==> src/rtl/lms_pkg.sv <==
package lms_pkg;
    localparam int LLR_W   = 6;
    localparam int EDGE_N  = 6;
    localparam int MAG_W   = LLR_W - 1;
    localparam int IDX_W   = $clog2(EDGE_N);
    localparam int VEC_W   = EDGE_N * LLR_W;

    typedef logic signed [LLR_W-1:0] llr_t;
    typedef logic [MAG_W-1:0]        mag_t;

    typedef struct packed {
        mag_t              min1;
        mag_t              min2;
        logic [IDX_W-1:0]  idx;
        logic [EDGE_N-1:0] sgn;
        logic              prod;
    } row_state_t;

    // Clamp a one-bit-wider sum into the LLR range.
    function automatic llr_t sat_wide(input logic signed [LLR_W:0] v);
        logic signed [LLR_W:0] hi;
        logic signed [LLR_W:0] lo;
        hi = {2'b00, {(LLR_W-1){1'b1}}};
        lo = {2'b11, {(LLR_W-1){1'b0}}};
        if (v > hi)      return {1'b0, {(LLR_W-1){1'b1}}};
        else if (v < lo) return {1'b1, {(LLR_W-1){1'b0}}};
        else             return v[LLR_W-1:0];
    endfunction

    function automatic llr_t add_sat(input llr_t a, input llr_t b);
        logic signed [LLR_W:0] s;
        s = $signed({a[LLR_W-1], a}) + $signed({b[LLR_W-1], b});
        return sat_wide(s);
    endfunction

    function automatic llr_t sub_sat(input llr_t a, input llr_t b);
        logic signed [LLR_W:0] s;
        s = $signed({a[LLR_W-1], a}) - $signed({b[LLR_W-1], b});
        return sat_wide(s);
    endfunction

    // Magnitude clamped to the symmetric range.
    function automatic mag_t mag_of(input llr_t v);
        logic [LLR_W-1:0] n;
        if (v[LLR_W-1]) begin
            n = ~v + 1'b1;
            if (n[LLR_W-1]) return '1;
            else            return n[MAG_W-1:0];
        end
        return v[MAG_W-1:0];
    endfunction

    function automatic llr_t apply_sign(input mag_t m, input logic s);
        llr_t t;
        t = {1'b0, m};
        return s ? -t : t;
    endfunction
endpackage

==> src/rtl/lms_msg_gen.sv <==
module lms_msg_gen
    import lms_pkg::*;
(
    input  row_state_t       st,
    output logic [VEC_W-1:0] msg
);
    for (genvar g = 0; g < EDGE_N; g++) begin : g_edge
        assign msg[g*LLR_W +: LLR_W] =
            apply_sign((st.idx == IDX_W'(g)) ? st.min2 : st.min1, st.prod ^ st.sgn[g]);
    end
endmodule

==> src/rtl/lms_min_finder.sv <==
module lms_min_finder
    import lms_pkg::*;
(
    input  logic [VEC_W-1:0] q,
    output row_state_t       st
);
    mag_t m_cur;
    logic s_cur;

    always_comb begin
        st      = '0;
        st.min1 = '1;
        st.min2 = '1;
        m_cur   = '0;
        s_cur   = 1'b0;
        for (int i = 0; i < EDGE_N; i++) begin
            m_cur     = mag_of(q[i*LLR_W +: LLR_W]);
            s_cur     = q[i*LLR_W + LLR_W - 1];
            st.sgn[i] = s_cur;
            st.prod   = st.prod ^ s_cur;
            if (m_cur < st.min1) begin
                st.min2 = st.min1;
                st.min1 = m_cur;
                st.idx  = IDX_W'(i);
            end else if (m_cur < st.min2) begin
                st.min2 = m_cur;
            end
        end
    end
endmodule

==> src/rtl/lms_state_ram.sv <==
module lms_state_ram
    import lms_pkg::*;
#(
    parameter int ROWS = 16,
    localparam int AW  = $clog2(ROWS)
) (
    input  logic          clk,
    input  logic          rst_n,
    input  logic          clr,
    input  logic [AW-1:0] rd_addr,
    output row_state_t    rd_data,
    input  logic          wr_en,
    input  logic [AW-1:0] wr_addr,
    input  row_state_t    wr_data
);
    row_state_t mem_q [ROWS];

    always_ff @(posedge clk or negedge rst_n) begin
        if (!rst_n) begin
            for (int r = 0; r < ROWS; r++) mem_q[r] <= '0;
        end else if (clr) begin
            for (int r = 0; r < ROWS; r++) mem_q[r] <= '0;
        end else if (wr_en) begin
            mem_q[wr_addr] <= wr_data;
        end
    end

    assign rd_data = mem_q[rd_addr];

    AST_CLEAR_WIPES: assert property (@(posedge clk) disable iff (!rst_n)
        clr |=> (rd_data == '0));
endmodule

==> src/rtl/lms_row_engine.sv <==
module lms_row_engine
    import lms_pkg::*;
#(
    parameter int ROWS = 16,
    localparam int AW  = $clog2(ROWS)
) (
    input  logic             clk,
    input  logic             rst_n,
    input  logic             cw_start,
    input  logic             in_valid,
    input  logic [AW-1:0]    in_row,
    input  logic [VEC_W-1:0] in_llr,
    output logic             out_valid,
    output logic [AW-1:0]    out_row,
    output logic [VEC_W-1:0] out_llr
);
    typedef struct packed {
        logic             a_vld;
        logic [AW-1:0]    a_row;
        logic [VEC_W-1:0] a_q;
        logic             o_vld;
        logic [AW-1:0]    o_row;
        logic [VEC_W-1:0] o_llr;
    } pipe_t;

    pipe_t            pipe_d, pipe_q;
    row_state_t       ram_rd, old_state, new_state;
    logic [VEC_W-1:0] old_msg, new_msg;
    logic             fwd_hit;

    lms_state_ram #(.ROWS(ROWS)) i_ram (
        .clk     (clk),
        .rst_n   (rst_n),
        .clr     (cw_start),
        .rd_addr (in_row),
        .rd_data (ram_rd),
        .wr_en   (pipe_q.a_vld),
        .wr_addr (pipe_q.a_row),
        .wr_data (new_state)
    );

    lms_min_finder i_find (
        .q  (pipe_q.a_q),
        .st (new_state)
    );

    lms_msg_gen i_gen_old (
        .st  (old_state),
        .msg (old_msg)
    );

    lms_msg_gen i_gen_new (
        .st  (new_state),
        .msg (new_msg)
    );

    // Select the row state the incoming row must subtract.
    always_comb begin
        fwd_hit = pipe_q.a_vld && (pipe_q.a_row == in_row);
        if (cw_start)     old_state = '0;
        else if (fwd_hit) old_state = new_state;
        else              old_state = ram_rd;
    end

    always_comb begin
        pipe_d       = pipe_q;
        pipe_d.a_vld = in_valid;
        if (in_valid) begin
            pipe_d.a_row = in_row;
            for (int e = 0; e < EDGE_N; e++) begin
                pipe_d.a_q[e*LLR_W +: LLR_W] =
                    sub_sat(in_llr[e*LLR_W +: LLR_W], old_msg[e*LLR_W +: LLR_W]);
            end
        end
        pipe_d.o_vld = pipe_q.a_vld;
        if (pipe_q.a_vld) begin
            pipe_d.o_row = pipe_q.a_row;
            for (int e = 0; e < EDGE_N; e++) begin
                pipe_d.o_llr[e*LLR_W +: LLR_W] =
                    add_sat(pipe_q.a_q[e*LLR_W +: LLR_W], new_msg[e*LLR_W +: LLR_W]);
            end
        end
    end

    always_ff @(posedge clk or negedge rst_n) begin
        if (!rst_n) pipe_q <= '0;
        else        pipe_q <= pipe_d;
    end

    assign out_valid = pipe_q.o_vld;
    assign out_row   = pipe_q.o_row;
    assign out_llr   = pipe_q.o_llr;

    AST_RESULT_DUE: assert property (@(posedge clk) disable iff (!rst_n)
        in_valid |-> ##2 out_valid);
    AST_IDLE_QUIET: assert property (@(posedge clk) disable iff (!rst_n)
        !in_valid |-> ##2 !out_valid);
    AST_ROW_ECHO: assert property (@(posedge clk) disable iff (!rst_n)
        in_valid |-> ##2 (out_row == $past(in_row, 2)));
    AST_MIN_ORDER: assert property (@(posedge clk) disable iff (!rst_n)
        pipe_q.a_vld |-> (new_state.min1 <= new_state.min2));
    AST_IDX_RANGE: assert property (@(posedge clk) disable iff (!rst_n)
        pipe_q.a_vld |-> (new_state.idx < IDX_W'(EDGE_N)));
endmodule

==> config.mk <==
export PLATFORM = sky130hd
export DESIGN_NAME = lms_row_engine
export DESIGN_NICKNAME = d
export VERILOG_FILES = /design/src/rtl/lms_pkg.sv /design/src/rtl/lms_msg_gen.sv /design/src/rtl/lms_min_finder.sv /design/src/rtl/lms_state_ram.sv /design/src/rtl/lms_row_engine.sv
export SDC_FILE = /design/constraint.sdc
export NUM_CORES = 1
export LEC_CHECK = 0
export BUFFER_PORTS_ARGS = -buffer_cell sky130_fd_sc_hd__buf_2
export CAP_MARGIN = 25
export CORE_MARGIN = 1
export CORE_UTILIZATION = 45
export CTS_CLUSTER_DIAMETER = 60
export DETAILED_ROUTE_END_ITERATION = 8
export PLACE_DENSITY = 0.65
export SLEW_MARGIN = 25
export SYNTH_ARGS = -nofsm -noshare
export SYNTH_HDL_FRONTEND = slang
export SYNTH_HIERARCHICAL = 1
export SYNTH_SLANG_ARGS = --single-unit
==> constraint.sdc <==
create_clock -name clk -period 14.7 [get_ports clk]
set_input_delay 0.735 -clock clk [delete_from_list [all_inputs] [get_ports clk]]
set_output_delay 0.735 -clock clk [all_outputs]
set_load 0.05 [all_outputs]
==> results.ini, run 1 <==
[yosys]
syn_avg_cell_area_sq_um = 8.84
yosysSeqAreaShare_pct = 34.9
netlist_area_sq_um = 28800
async_reset_ff_share_pct = 100
synth_warnings = 6
netlist_instances = 3262
synth-edff-count = 0
synth_ff_type = dfrtp_1
ys_seq_elements = 402
synth_fp_nets = 3437
synth_cell_types = 97

[placed_design]
place.gp.congestion = 0.961
port_buffers = 84
place_hpwl_microns = 57000

[setup_path]
endpoint_kind = flop
worst_setup_path_start_kind = flop
required_ns = 15.22
path_max_fanout = 23
crit_top_cell = ha_1
r2r-end = pipe_q[67]
rrSetupSlack_ns = 1.11
cp_slowest_stage_delay_ns = 0.71
ff2ff_path_depth = 50
slowest_stage = nor3b_2
arrival_ns = 14.11
critPathKind = reg2reg
r2r_start = pipe_q[43]

[detailed_routing]
dr.pass1.iters = 6
drt_iter0_drc = 2646
drtAntennaViolNets = 0
vias = 25700
wire_per_inst_microns = 23.0
drc_errors = 0
wl_microns = 91600
viasPerCell = 6.46

[clock_network]
clock_sinks = 402
cts_buffers = 48
cts-root-buf = clkbuf_16
cts_max_path_buffers = 3
clkTransAtPathRegs_ns = 0.06
cts.hold.buffers_added = 0
clock_latency_ns = 0.63
cts_tree = yes
h-tree-depth = 2

[global_routing]
grt_pass1_wl_microns = 143000
grt_max_degree = 190
antenna_found_initial = 0
grt_usage_pct = 28.0
grt_pass1_vias = 25000
grt_overflow = 0

[cells_and_area]
multiInputGateArea_sq_um = 16700
mostFrequentLayoutCell = a21oi_1
nNetsFinal = 3274
syn_to_final_growth_pct = 6.85
antenna_cells = 0
drive_gt1_share_pct = 13.3
final_cell_mix = a21oi_1, dfrtp_1, o21ai_0, nand3_1, nor2_1
nFillCells = 5920
regArea_sq_um = 10100

[timing]
drv_slew = 0
fin_tns_setup_ns = 0
final-setup-viol-count = 0
period_share_pct = 92.5
period_needed_ns = 13.59
relSlewSlack_pct = 26.7
rsz0062_at_grt = no
max_freq_mhz = 73.6
skew_ns = 0.0642
final-hold-violation-count = 0
worst_pin_slew_ns = 1.10

[floorplan]
coreArea_sq_um = 63200
rows = 92
die_y_microns = 255
start_util_pct = 45.6
dieArea_sq_um = 65100
fp.dieW_microns = 255
ios = 85

[status]
status = finished clean

[flow_run]
maxCapViolations = 0

[min_path]
hold_path_class = in2async

routing by layer:
| layer | track usage, % | share of wire [%] | vias up |
|---|---|---|---|
| li1 | - | - | 11600 |
| met1 | 36.6 | 40 | 12700 |
| met2 | 45.9 | 48 | 1167 |
| met3 | 4.20 | 7.8 | 214 |
| met4 | 13.0 | 4.5 | 0 |
| met5 | 0 | 0 | - |
worst max path at each step:
| stage | start | endpoint | slack, ns | depth (start not counted) |
|---|---|---|---|---|
| after floorplan | pipe_q[42] | pipe_q[59] | 3.36 | 53 |
| after global placement | pipe_q[43] | pipe_q[48] | 1.17 | 51 |
| after detailed placement | pipe_q[43] | pipe_q[51] | 1.01 | 51 |
| after CTS | pipe_q[43] | pipe_q[51] | 1.01 | 51 |
| after global routing | pipe_q[43] | pipe_q[73] | 0.08 | 52 |
| final | pipe_q[43] | pipe_q[67] | 1.11 | 50 |
area by class of cell:
class,count,share of cell area [%]
clock buffers,67,4.39
inverters,130,1.58
repair buffers,142,3.05
multi-input cells,2375,54.3
flip-flops and latches,402,32.7
well taps,846,3.44
clock inverters,15,0.585
repair_timing:
item	in CTS	in global routing
gates resized for setup	0	4
endpoints found under the setup margin	0	21
setup buffers	0	0
through the flow:
stage / utilization, % / setup slack, ns / cell area (sq um) / hold slack [ns] / instances
after floorplan: - / 3.36 / 28800 / 0.370 / 3262
after global placement: 46.2 / 1.17 / 29200 / 0.488 / 3891
after detailed placement: 46.2 / 1.01 / 29200 / 0.499 / 3891
after CTS: 48.6 / 1.01 / 30700 / 0.152 / 3973
after global routing: 48.8 / 0.0803 / 30800 / 0.193 / 3977
final: 48.8 / 1.11 / 30800 / 0.145 / 3977
Yosys cell counts, drive strengths merged (5+ instances only):
| cell type | n | area share (%) |
|---|---|---|
| a21oi | 426 | 7.4 |
| dfrtp | 402 | 35 |
| o21ai | 374 | 6.5 |
| nand3 | 332 | 5.8 |
| clkbuf | 248 | 3.3 |
| nor2 | 200 | 2.6 |
| inv | 128 | 1.7 |
| ha | 119 | 5.2 |
| buf | 107 | 2.6 |
| nand2 | 86 | 1.1 |
| xnor2 | 85 | 2.6 |
| mux4 | 80 | 6.5 |
| mux2i | 75 | 2.6 |
| nor3 | 57 | 1.1 |
| nor2b | 46 | 1.1 |
| a22oi | 45 | 1.2 |
| o21a | 44 | 1.1 |
| a211oi | 29 | 0.88 |
| a21o | 29 | 0.75 |
| mux2 | 28 | 1.1 |
| o221a | 25 | 0.98 |
| a311oi | 23 | 0.76 |
| and3 | 18 | 0.45 |
| o31ai | 18 | 0.52 |
| a31oi | 15 | 0.37 |
| o211ai | 14 | 0.38 |
| o22ai | 14 | 0.30 |
| xor2 | 13 | 0.39 |
| fa | 12 | 0.83 |
| nor3b | 12 | 0.52 |
| o31a | 12 | 0.36 |
| a21boi | 10 | 0.26 |
| nand2b | 10 | 0.22 |
| or2 | 10 | 0.22 |
| o2111ai | 9 | 0.27 |
| nand3b | 8 | 0.21 |
| nand4 | 8 | 0.17 |
| a221o | 7 | 0.24 |
| and2 | 7 | 0.15 |
| and4 | 6 | 0.18 |
| nor4 | 6 | 0.28 |
| o22a | 6 | 0.18 |
| a2111oi | 5 | 0.15 |
logic make-up after synthesis:
kind of cell / synth area share (%)
XOR/XNOR: 2.98
flip-flops: 34.9
buffers and inverters: 7.54
AND/OR/NAND/NOR: 14.5
multiplexers: 10.2
AO/OA/AOI/OAI: 23.9
adder cells (fa/ha/maj): 6.00
registers in the layout, summed over array words and instances (netlist names):
register and cells:
pipe_q 40, out_row 4, out_llr 36, pipe_d 1, i_ram/mem_q 320, out_valid 1
worst max-delay path: cells and delay by family (launching register included):
family | cells | cell delay (ns)
AOI/OAI and AO/OA | 20 | 4.76
and+or+nand+nor | 12 | 3.20
adders and majority gates | 7 | 2.13
muxes | 6 | 2.13
buffers and inverters | 5 | 0.83
DFF | 1 | 0.49
Power of run 1 is left out: the tool's default activity adds up to more than one toggle a clock period on the data nets, which glitch-free logic cannot reach.
==> run 2: changes to the inputs <==
--- a/config.mk
+++ b/config.mk
@@ -15,5 +15,4 @@
 export SLEW_MARGIN = 25
 export SYNTH_ARGS = -nofsm -noshare
 export SYNTH_HDL_FRONTEND = slang
-export SYNTH_HIERARCHICAL = 1
 export SYNTH_SLANG_ARGS = --single-unit
==> run 2 against run 1 <==
  * The flow now finishes with violations (design-rule violations)
  * Critical path type unchanged
  * Register-to-register slack lost 0.23 ns
  * Global-route usage rose by 0.96 points
  * Worst setup slack got worse by 0.23 ns
==> results.ini, run 2 <==
[status]
status = finished with violations  ; was finished clean
violations = design-rule violations

[cells_and_area]
final_cell_mix = dfrtp_1, nand2_1, nor2_1, a21oi_1, ha_1  ; was a21oi_1, dfrtp_1, o21ai_0, nand3_1, nor2_1
largest_reg_flops = 320  ; unchanged
nFillCells = 5366  ; was 5920
syn_to_final_growth_pct = 11.7  ; was 6.85%
antenna_cells = 0  ; unchanged
mostFrequentLayoutCell = dfrtp_1  ; was a21oi_1
drive_gt1_share_pct = 16.3  ; was 13.3%
regMostFlops = i_ram.mem_q  ; was i_ram/mem_q
nNetsFinal = 3151  ; was 3274

[timing]
final-hold-violation-count = 0  ; unchanged
drv_slew = 0  ; unchanged
setup_slack_ns = 0.879  ; was 1.11 ns
period_needed_ns = 13.82  ; was 13.59 ns
worst_pin_slew_ns = 1.08  ; was 1.10 ns
skew_ns = 0.0328  ; was 0.0642 ns
relSlewSlack_pct = 28.0  ; was 26.7%
max_freq_mhz = 72.4  ; was 73.6 MHz
period_share_pct = 94.0  ; was 92.5%
final-setup-viol-count = 0  ; unchanged

[global_routing]
grt_pass1_wl_microns = 135000  ; was 143000 microns
grt_overflow = 0  ; unchanged
antenna_found_initial = 1  ; was 0
grt_usage_pct = 29.0  ; was 28.0%
grt_pass1_vias = 23000  ; was 25000
grt_max_degree = 220  ; was 190

[setup_path]
r2r-end = pipe_q[63]  ; was pipe_q[67]
slowest_stage = dfrtp_1  ; was nor3b_2
setup.worst_path.start = pipe_q[48]  ; was pipe_q[43]
endpoint = pipe_q[63]  ; was pipe_q[67]
cp_slowest_stage_delay_ns = 0.49  ; was 0.71 ns
r2r_start = pipe_q[48]  ; was pipe_q[43]
critPathKind = reg2reg  ; unchanged
worst_setup_path_start_kind = flop  ; unchanged
endpoint_kind = flop  ; unchanged
ff2ff_path_depth = 60  ; was 50
required_ns = 15.18  ; was 15.22 ns
rrSetupSlack_ns = 0.88  ; was 1.11 ns
path_max_fanout = 14  ; was 23
arrival_ns = 14.30  ; was 14.11 ns

[detailed_routing]
wire_per_inst_microns = 23.3  ; was 23.0 microns
drtAntennaViolNets = 0  ; unchanged
drc_errors = 8  ; was 0
dr.pass1.iters = 8  ; was 6
wl_microns = 88100  ; was 91600 microns
drt_iter0_drc = 1942  ; was 2646
viasPerCell = 6.14  ; was 6.46
vias = 23200  ; was 25700

[yosys]
async_reset_ff_share_pct = 100  ; unchanged
synth_most_common_cell = dfrtp_1  ; was a21oi_1
synth_top_area_share_pct = 37.3  ; was 34.9%
synth-edff-count = 0  ; unchanged
ys_top_cells_by_area = dfrtp_1, mux4_2, ha_1  ; was dfrtp_1, a21oi_1, o21ai_0
synth_cell_types = 105  ; was 97
ys_top_cells_by_count = dfrtp_1, nand2_1, nor2_1  ; was a21oi_1, dfrtp_1, o21ai_0
synth_top_area_cell = dfrtp_1  ; unchanged
netlist_instances = 2942  ; was 3262
synth_fp_nets = 3120  ; was 3437
netlist_area_sq_um = 26900  ; was 28800 sq um
syn_avg_cell_area_sq_um = 9.16  ; was 8.84 sq um
synth_ff_type = dfrtp_1  ; unchanged
synth_warnings = 0  ; was 6
yosysSeqAreaShare_pct = 37.3  ; was 34.9%
ys_seq_elements = 402  ; unchanged

[floorplan]
start_util_pct = 45.6  ; about the same
rows = 89  ; was 92
dieArea_sq_um = 60900  ; was 65100 sq um
coreArea_sq_um = 59100  ; was 63200 sq um
fp.dieW_microns = 247  ; was 255 microns
die_y_microns = 247  ; was 255 microns
ios = 85  ; unchanged

[flow_run]
maxCapViolations = 0  ; unchanged

[placed_design]
place.gp.congestion = 0.942  ; was 0.961
pre_cts_ws_ns = 0.108  ; was 1.01 ns
place_hpwl_microns = 62100  ; was 57000 microns
port_buffers = 84  ; unchanged

[clock_network]
clock_sinks = 402  ; unchanged
clkTransAtPathRegs_ns = 0.06  ; about the same
cts.hold.buffers_added = 0  ; unchanged
clock_latency_ns = 0.61  ; was 0.63 ns
cts-root-buf = clkbuf_16  ; unchanged
cts_max_path_buffers = 3  ; unchanged
h-tree-depth = 2  ; unchanged
cts_buffers = 48  ; unchanged
cts_tree = yes  ; unchanged

[min_path]
hold_path_class = in2async  ; unchanged

[run 2: metrics by stage]
step | hold WS (ns) | cell area (sq um) | std cells | TNS, ns | utilization, %
6_report | 0.236 | 30100 | 3784 | 0 | 50.9
5_1_grt | 0.290 | 30100 | 3784 | -0.0330 | 50.9
4_1_cts | 0.247 | 30000 | 3781 | 0 | 50.7
3_5_place_dp | 0.469 | 28300 | 3693 | 0 | 47.9
3_3_place_gp | 0.457 | 28300 | 3692 | 0 | 47.9
2_1_floorplan | 0.392 | 26900 | 2942 | 0 | -
[run 2: cell families (layout without fill, tap and decap cells)]
group / after synthesis / in the layout / synth area share (%)
xor gates and xnor gates: 107 / 107 / 3.48
buffers and inverters: 304 / 373 / 4.31
adders and majority gates: 161 / 161 / 7.56
AOI/OAI and AO/OA: 792 / 792 / 19.8
and+or+nand+nor: 994 / 994 / 15.9
muxes: 182 / 182 / 11.6
DFF: 402 / 402 / 37.3
[run 2: worst min path at each step]
stage                      from               end
2_1_floorplan        pipe_d[40]         out_valid
3_3_place_gp   i_ram.mem_q[293]  i_ram.mem_q[293]
3_5_place_dp   i_ram.mem_q[286]  i_ram.mem_q[286]
4_1_cts                   rst_n  i_ram.mem_q[228]
5_1_grt                   rst_n  i_ram.mem_q[195]
6_report                  rst_n  i_ram.mem_q[195]
[run 2: routing by layer]
| layer | share of wire [%] | track usage (%) |
|---|---|---|
| met1 | 40 | 36.0 |
| met2 | 48 | 48.5 |
| met3 | 6.2 | 4.57 |
| met4 | 5.7 | 15.4 |
| met5 | 0.0091 | 0 |
[run 2: critical path: cells and delay by family, from the launching register on]
| kind | cells | cell delay [ns] |
|---|---|---|
| buf+inv | 6 | 0.85 |
| simple gates | 10 | 1.45 |
| flops | 1 | 0.49 |
| mux | 5 | 1.43 |
| compound gates | 29 | 6.56 |
| xor+xnor | 1 | 0.24 |
| fa+ha+maj | 9 | 2.65 |
[run 2: repair_timing]
action,in CTS,in global routing
endpoints found under the setup margin,0,64
setup buffers,0,2
gates resized for setup,0,16
endpoints found under the hold margin,0,0
[run 2: cell type report]
type	instances	area (sq um)	area share [%]
Multi-Input combinational cell	2236	15900	52.8
Clock inverter	24	298	0.990
Timing Repair Buffer	166	1080	3.60
Sequential cell	402	10100	33.4
Inverter	119	447	1.48
Clock buffer	64	1360	4.52
Tap cell	773	967	3.21
Power of run 2 is left out for the same reason.
